--- src/rtl/opsram_reg_engine.sv ---
module opsram_reg_engine #(
  parameter int CLK_DIV   = 2,
  parameter int LAT_W     = 6,
  parameter int DQS_TO_CK = 8,
  parameter int CS_GAP_CK = 2
) (
  input  logic             clk,
  input  logic             rst_n,
  input  logic             req_valid,
  input  logic [1:0]       req_op,
  input  logic [31:0]      req_addr,
  input  logic [15:0]      req_wdata,
  input  logic [LAT_W-1:0] req_lat,
  output logic             busy,
  output logic             done,
  output logic             error,
  output logic [15:0]      rdata,
  output logic             mem_ck,
  output logic             mem_cs_n,
  output logic [7:0]       dq_o,
  output logic             dq_oe,
  input  logic [7:0]       dq_in,
  input  logic             dqs_in
);

  localparam int DIV_W      = (CLK_DIV > 1) ? $clog2(CLK_DIV) : 1;
  localparam int TO_HALVES  = 2 * DQS_TO_CK;
  localparam int GAP_HALVES = 2 * CS_GAP_CK;
  localparam int TO_W       = $clog2(TO_HALVES + 1);
  localparam int GAP_W      = $clog2(GAP_HALVES + 1);
  localparam int HW0        = (LAT_W + 1 > TO_W) ? LAT_W + 1 : TO_W;
  localparam int HW         = (HW0 > GAP_W) ? HW0 : GAP_W;

  localparam logic [7:0] OPC_WR  = 8'hC0;
  localparam logic [7:0] OPC_RD  = 8'h40;
  localparam logic [7:0] OPC_RST = 8'hFF;

  typedef enum logic [2:0] {
    S_IDLE, S_CMD, S_ADDR, S_DUMMY, S_WDATA, S_RWAIT, S_RDATA, S_GAP
  } state_t;

  state_t             st;
  logic [DIV_W-1:0]   div_cnt;
  logic [HW-1:0]      half;
  logic               ck_q, cs_n_q, err_q, done_q, dqs_q;
  logic [1:0]         op_q;
  logic [31:0]        addr_q;
  logic [15:0]        wdata_q, rdata_q;
  logic [LAT_W-1:0]   lat_q;
  logic [7:0]         opcode, dq_v;

  wire tick       = (st != S_IDLE) && (div_cnt == DIV_W'(CLK_DIV - 1));
  wire dummy_end  = (half == HW'({lat_q, 1'b0}) - HW'(1));
  wire to_end     = tick && (half == HW'(TO_HALVES - 1));
  wire dqs_rise   = dqs_in && !dqs_q;
  wire dqs_fall   = !dqs_in && dqs_q;

  assign opcode   = op_q[1] ? OPC_RST : (op_q[0] ? OPC_RD : OPC_WR);
  assign busy     = (st != S_IDLE);
  assign done     = done_q;
  assign error    = done_q & err_q;
  assign rdata    = rdata_q;
  assign mem_ck   = ck_q;
  assign mem_cs_n = cs_n_q;
  assign dq_oe    = (st == S_CMD) || (st == S_ADDR) || (st == S_WDATA);
  assign dq_o     = dq_v;

  always_comb begin
    case (st)
      S_CMD:   dq_v = opcode;
      S_ADDR:  dq_v = 8'(addr_q >> {~half[1:0], 3'b000});
      S_WDATA: dq_v = half[0] ? wdata_q[15:8] : wdata_q[7:0];
      default: dq_v = 8'h00;
    endcase
  end

  always_ff @(posedge clk or negedge rst_n) begin
    if (!rst_n) begin
      st      <= S_IDLE;
      div_cnt <= '0;
      half    <= '0;
      ck_q    <= 1'b0;
      cs_n_q  <= 1'b1;
      err_q   <= 1'b0;
      done_q  <= 1'b0;
      dqs_q   <= 1'b0;
      op_q    <= '0;
      addr_q  <= '0;
      wdata_q <= '0;
      rdata_q <= '0;
      lat_q   <= '0;
    end else begin
      done_q <= 1'b0;
      dqs_q  <= dqs_in;
      if (st == S_IDLE || tick) div_cnt <= '0;
      else                      div_cnt <= div_cnt + 1'b1;
      if (tick) begin
        half <= half + 1'b1;
        if (st != S_GAP) ck_q <= ~ck_q;
      end
      case (st)
        S_IDLE: if (req_valid) begin
          op_q    <= req_op;
          addr_q  <= req_addr;
          wdata_q <= req_wdata;
          lat_q   <= req_lat;
          rdata_q <= '0;
          err_q   <= 1'b0;
          half    <= '0;
          ck_q    <= 1'b0;
          cs_n_q  <= 1'b0;
          st      <= S_CMD;
        end
        S_CMD: if (tick && half[0]) begin
          half <= '0;
          if (op_q[1]) begin
            st <= S_GAP; cs_n_q <= 1'b1; ck_q <= 1'b0; div_cnt <= '0;
          end else begin
            st <= S_ADDR;
          end
        end
        S_ADDR: if (tick && half[1:0] == 2'd3) begin
          half <= '0;
          if (!op_q[0])         st <= S_WDATA;
          else if (lat_q == '0) st <= S_RWAIT;
          else                  st <= S_DUMMY;
        end
        S_DUMMY: if (tick && dummy_end) begin
          half <= '0;
          st   <= S_RWAIT;
        end
        S_WDATA: if (tick && half[0]) begin
          st <= S_GAP; half <= '0; cs_n_q <= 1'b1; ck_q <= 1'b0; div_cnt <= '0;
        end
        S_RWAIT: begin
          if (dqs_rise) begin
            rdata_q[7:0] <= dq_in;
            st           <= S_RDATA;
          end else if (to_end) begin
            err_q <= 1'b1;
            st <= S_GAP; half <= '0; cs_n_q <= 1'b1; ck_q <= 1'b0; div_cnt <= '0;
          end
        end
        S_RDATA: begin
          if (dqs_fall) begin
            rdata_q[15:8] <= dq_in;
            st <= S_GAP; half <= '0; cs_n_q <= 1'b1; ck_q <= 1'b0; div_cnt <= '0;
          end else if (to_end) begin
            err_q <= 1'b1;
            st <= S_GAP; half <= '0; cs_n_q <= 1'b1; ck_q <= 1'b0; div_cnt <= '0;
          end
        end
        S_GAP: if (tick && half == HW'(GAP_HALVES - 1)) begin
          st     <= S_IDLE;
          done_q <= 1'b1;
        end
        default: st <= S_IDLE;
      endcase
    end
  end

endmodule

--- config.mk ---
export PLATFORM = sky130hd
export DESIGN_NAME = opsram_reg_engine
export DESIGN_NICKNAME = d
export VERILOG_FILES = /design/src/rtl/opsram_reg_engine.sv
export SDC_FILE = /design/constraint.sdc
export NUM_CORES = 1
export LEC_CHECK = 0
export ABC_AREA = 0
export BUFFER_PORTS_ARGS = -buffer_cell sky130_fd_sc_hd__buf_2
export CORE_MARGIN = 2
export CORE_UTILIZATION = 35
export CTS_BUF_LIST = sky130_fd_sc_hd__clkbuf_4
export CTS_CLUSTER_DIAMETER = 80
export CTS_CLUSTER_SIZE = 8
export DETAILED_ROUTE_END_ITERATION = 6
export PLACE_DENSITY_LB_ADDON = 0.3
export SLEW_MARGIN = 10
export SYNTH_ARGS = -nofsm -noshare
export SYNTH_HDL_FRONTEND = slang
export SYNTH_SLANG_ARGS = --single-unit
export TNS_END_PERCENT = 1
--- constraint.sdc ---
create_clock -name clk -period 2.9 [get_ports clk]
set_input_delay 0.58 -clock clk [delete_from_list [all_inputs] [get_ports clk]]
set_output_delay 0.58 -clock clk [all_outputs]
set_load 0.03 [all_outputs]
==> metrics <==
Tot Pwr 4.79 mW; Synth Flop Type dfrtp_1; mux cell area share after synthesis 20.2%; period utilization 92.3%; Synth cell types 49; Seq/Total Area, Yosys 50.1%; TritonCTS buffer count 9; endpoints failing setup 0; drt via density 4.99; Fmax 0.373 GHz; sw frac 38.7%; crit path capture type output pin; Post-synth ARST share 100%; most frequent cells in the layout 96 x buf_2, 86 x dfrtp_1, 60 x mux2_2; area share of the largest cell type after synthesis 49.5%; share of layout cells above drive strength 1 41.3%; largest net degree at the start of global routing 56; Power Density 912 nW/um^2; syn avg cell area 11.2 um^2; dpl hpwl 8150 um; Clk network pwr share 12.0%; gr usage total 17.2%; Worst Setup Start Kind register; Layout fillers 1194; Reg power frac 44.3%; RSZ-0062 raised after global routing false; Initial Util 36.2%; Max-slew headroom 46.6%; chip width 116 um; simple-gate share of the synthesized area 12.4%; worst slew pin tran 0.797 ns; synth warn 0; first-pass GRT wire length 17500 um; Antenna Cells 0; Final Util 43.2%; placed cell count 650; clk_lat worst skew 0.46 ns; Ports 98; Non-Filler Instances 664; crit path time final 2.68 ns; vias in the first global route 3386; DRT Wirelength 10900 um; Synth Area in Compound Gates 10.9%; Comb power frac 43.7%; VDD IR max 0.367 mV; aggregate global routing overflow 0; Reg2Reg Depth 8; critical path class reg2out; final antenna-violating net count 0; number of clock sinks 88; Synth Register Bits 88; core area 12200 um^2; Worst Path Max Fanout 15; Arrival @ worst endpoint 2.10 ns; status completed; Leakage 2.40 nW; DR iter-0 viols 181; Post-synth EDFFs 0; clock root buffer clkbuf_4; sequential cell area 2200 um^2; area occupied by multi-input gates 2080 um^2; Adder-Cell Fraction of Synth Area 1.14%; total number of vias 3313; DRT Pass-1 Iters 4; setup TNS 0 ns; full die area 13500 um^2; Cells after Synth 392; main combinational cell family by area after synthesis multiplexers; routability congestion estimate 0.910; CP required 2.32 ns; CTS tree yes; Synthesized Nets 464; NetSw 1.85 mW; XOR/XNOR Fraction of Synth Area 2.39%; Max Cap Viol 0; Pint 2.94 mW; # hold bufs at CTS 0; synth top area cells dfrtp_1 49%, mux2_2 15%, nand2_1 4.2%, mux4_2 4.1%, o21ai_0 3.6%; synthesis-to-layout area growth 19.3%; initial antenna violation count 0; Residual DRC 0; Yosys top cell by area dfrtp_1; # H-tree levels 3; Hold Crit Class in2async; final hold vios 0; maximum clock insertion buffer count 2; final hold slack 0.0701 ns; Clock transition at path regs 0.13 ns; commonest non-fill, non-tap cell in the layout buf_2; site row count 40; Port Buffers 97; nets 565; Final Max Slew Viols 0; Wirelength per Cell 16.4 um; area of the mapped netlist 4400 um^2; Fin Clk Skew 0.0146 ns; Die Ht 116 um
-- sequential cells by signal, indices dropped and copies added (netlist names) --
signal / flops
wdata_q: 16
lat_q: 6
op_q: 2
dqs_q: 1
addr_q: 32
mem_ck: 1
done: 1
div_cnt: 1
err_q: 1
st: 3
mem_cs_n: 1
rdata: 16
half: 7
-- final timing paths --
kind                               to     start  slack (ns)
min in group clk                dqs_q    dqs_in        0.24
max reg2reg                   half[4]     st[1]        0.48
max in group asynchronous  addr_q[11]     rst_n        2.20
max                           dq_o[7]     st[1]        0.22
min reg2reg                  rdata[0]  rdata[0]        0.50
min                          lat_q[2]     rst_n        0.07
-- what timing repair did --
action / 4_1_cts / 5_1_grt
gates resized for setup: 0 / 1
endpoints found under the setup margin: 0 / 6
buffers inserted: 0 / 0
-- layer usage --
metal  global-route usage [%]  share of wire, %  up-vias
met4                     6.19               1.7        0
met1                     21.7                44     1599
met2                     28.2                48       91
met3                     4.93               5.5       12
met5                        0                 0        -
li1                         -                 -     1611
-- power groups by stage --
| stage | Clock [mW] | Sequential (mW) | Combinational, mW |
|---|---|---|---|
| after CTS | 0.605 | 2.13 | 2.12 |
| final | 0.576 | 2.12 | 2.09 |
| after global routing | 0.669 | 2.21 | 2.30 |
| after detailed placement | 0 | 2.16 | 2.10 |
| after floorplan | 0 | 2.20 | 1.40 |
| after global placement | 0 | 2.14 | 2.06 |
-- cell families after synthesis --
kind of cell | Yosys count
DFF | 88
buffers and inverters | 30
muxes | 71
xor gates and xnor gates | 12
and+or+nand+nor | 113
AOI/OAI and AO/OA | 74
adders and majority gates | 4
-- cells in the mapped netlist (3+ instances only) --
| master | n |
|---|---|
| and2_1 | 3 |
| nand2b_1 | 5 |
| nand4_1 | 4 |
| nor2b_1 | 10 |
| nand2_1 | 49 |
| nand3_1 | 7 |
| clkbuf_1 | 10 |
| o21ai_0 | 32 |
| mux2_2 | 60 |
| a21oi_1 | 9 |
| a22oi_1 | 12 |
| inv_1 | 5 |
| mux4_2 | 8 |
| ha_1 | 4 |
| nor2_1 | 20 |
| xor2_1 | 6 |
| dfrtp_1 | 87 |
| nor3_1 | 5 |
| xnor2_1 | 6 |
| buf_2 | 11 |
| and3_1 | 3 |
-- through the flow --
step	setup WS [ns]	area [um^2]
after floorplan	0.303	4400
after global placement	0.620	5150
after detailed placement	0.525	5150
after CTS	0.0963	5250
after global routing	0.0500	5250
final	0.222	5250
-- layout make-up --
type                            instances  share of cell area (%)
Multi-Input combinational cell        274                    39.5
Inverter                                6                   0.429
Timing Repair Buffer                  114                    12.2
Sequential cell                        88                    42.0
Clock inverter                          4                   0.453
Clock buffer                           10                    1.43
Tap cell                              168                    4.00
-- critical path, cell delays in order (launching register included) --
cell and delay [ns]:
dfrtp_1 0.65, nor2b_1 0.19, buf_4 0.19, a22oi_1 0.13
o22ai_1 0.24, buf_2 0.24
Power figures use the tool's default switching activity.
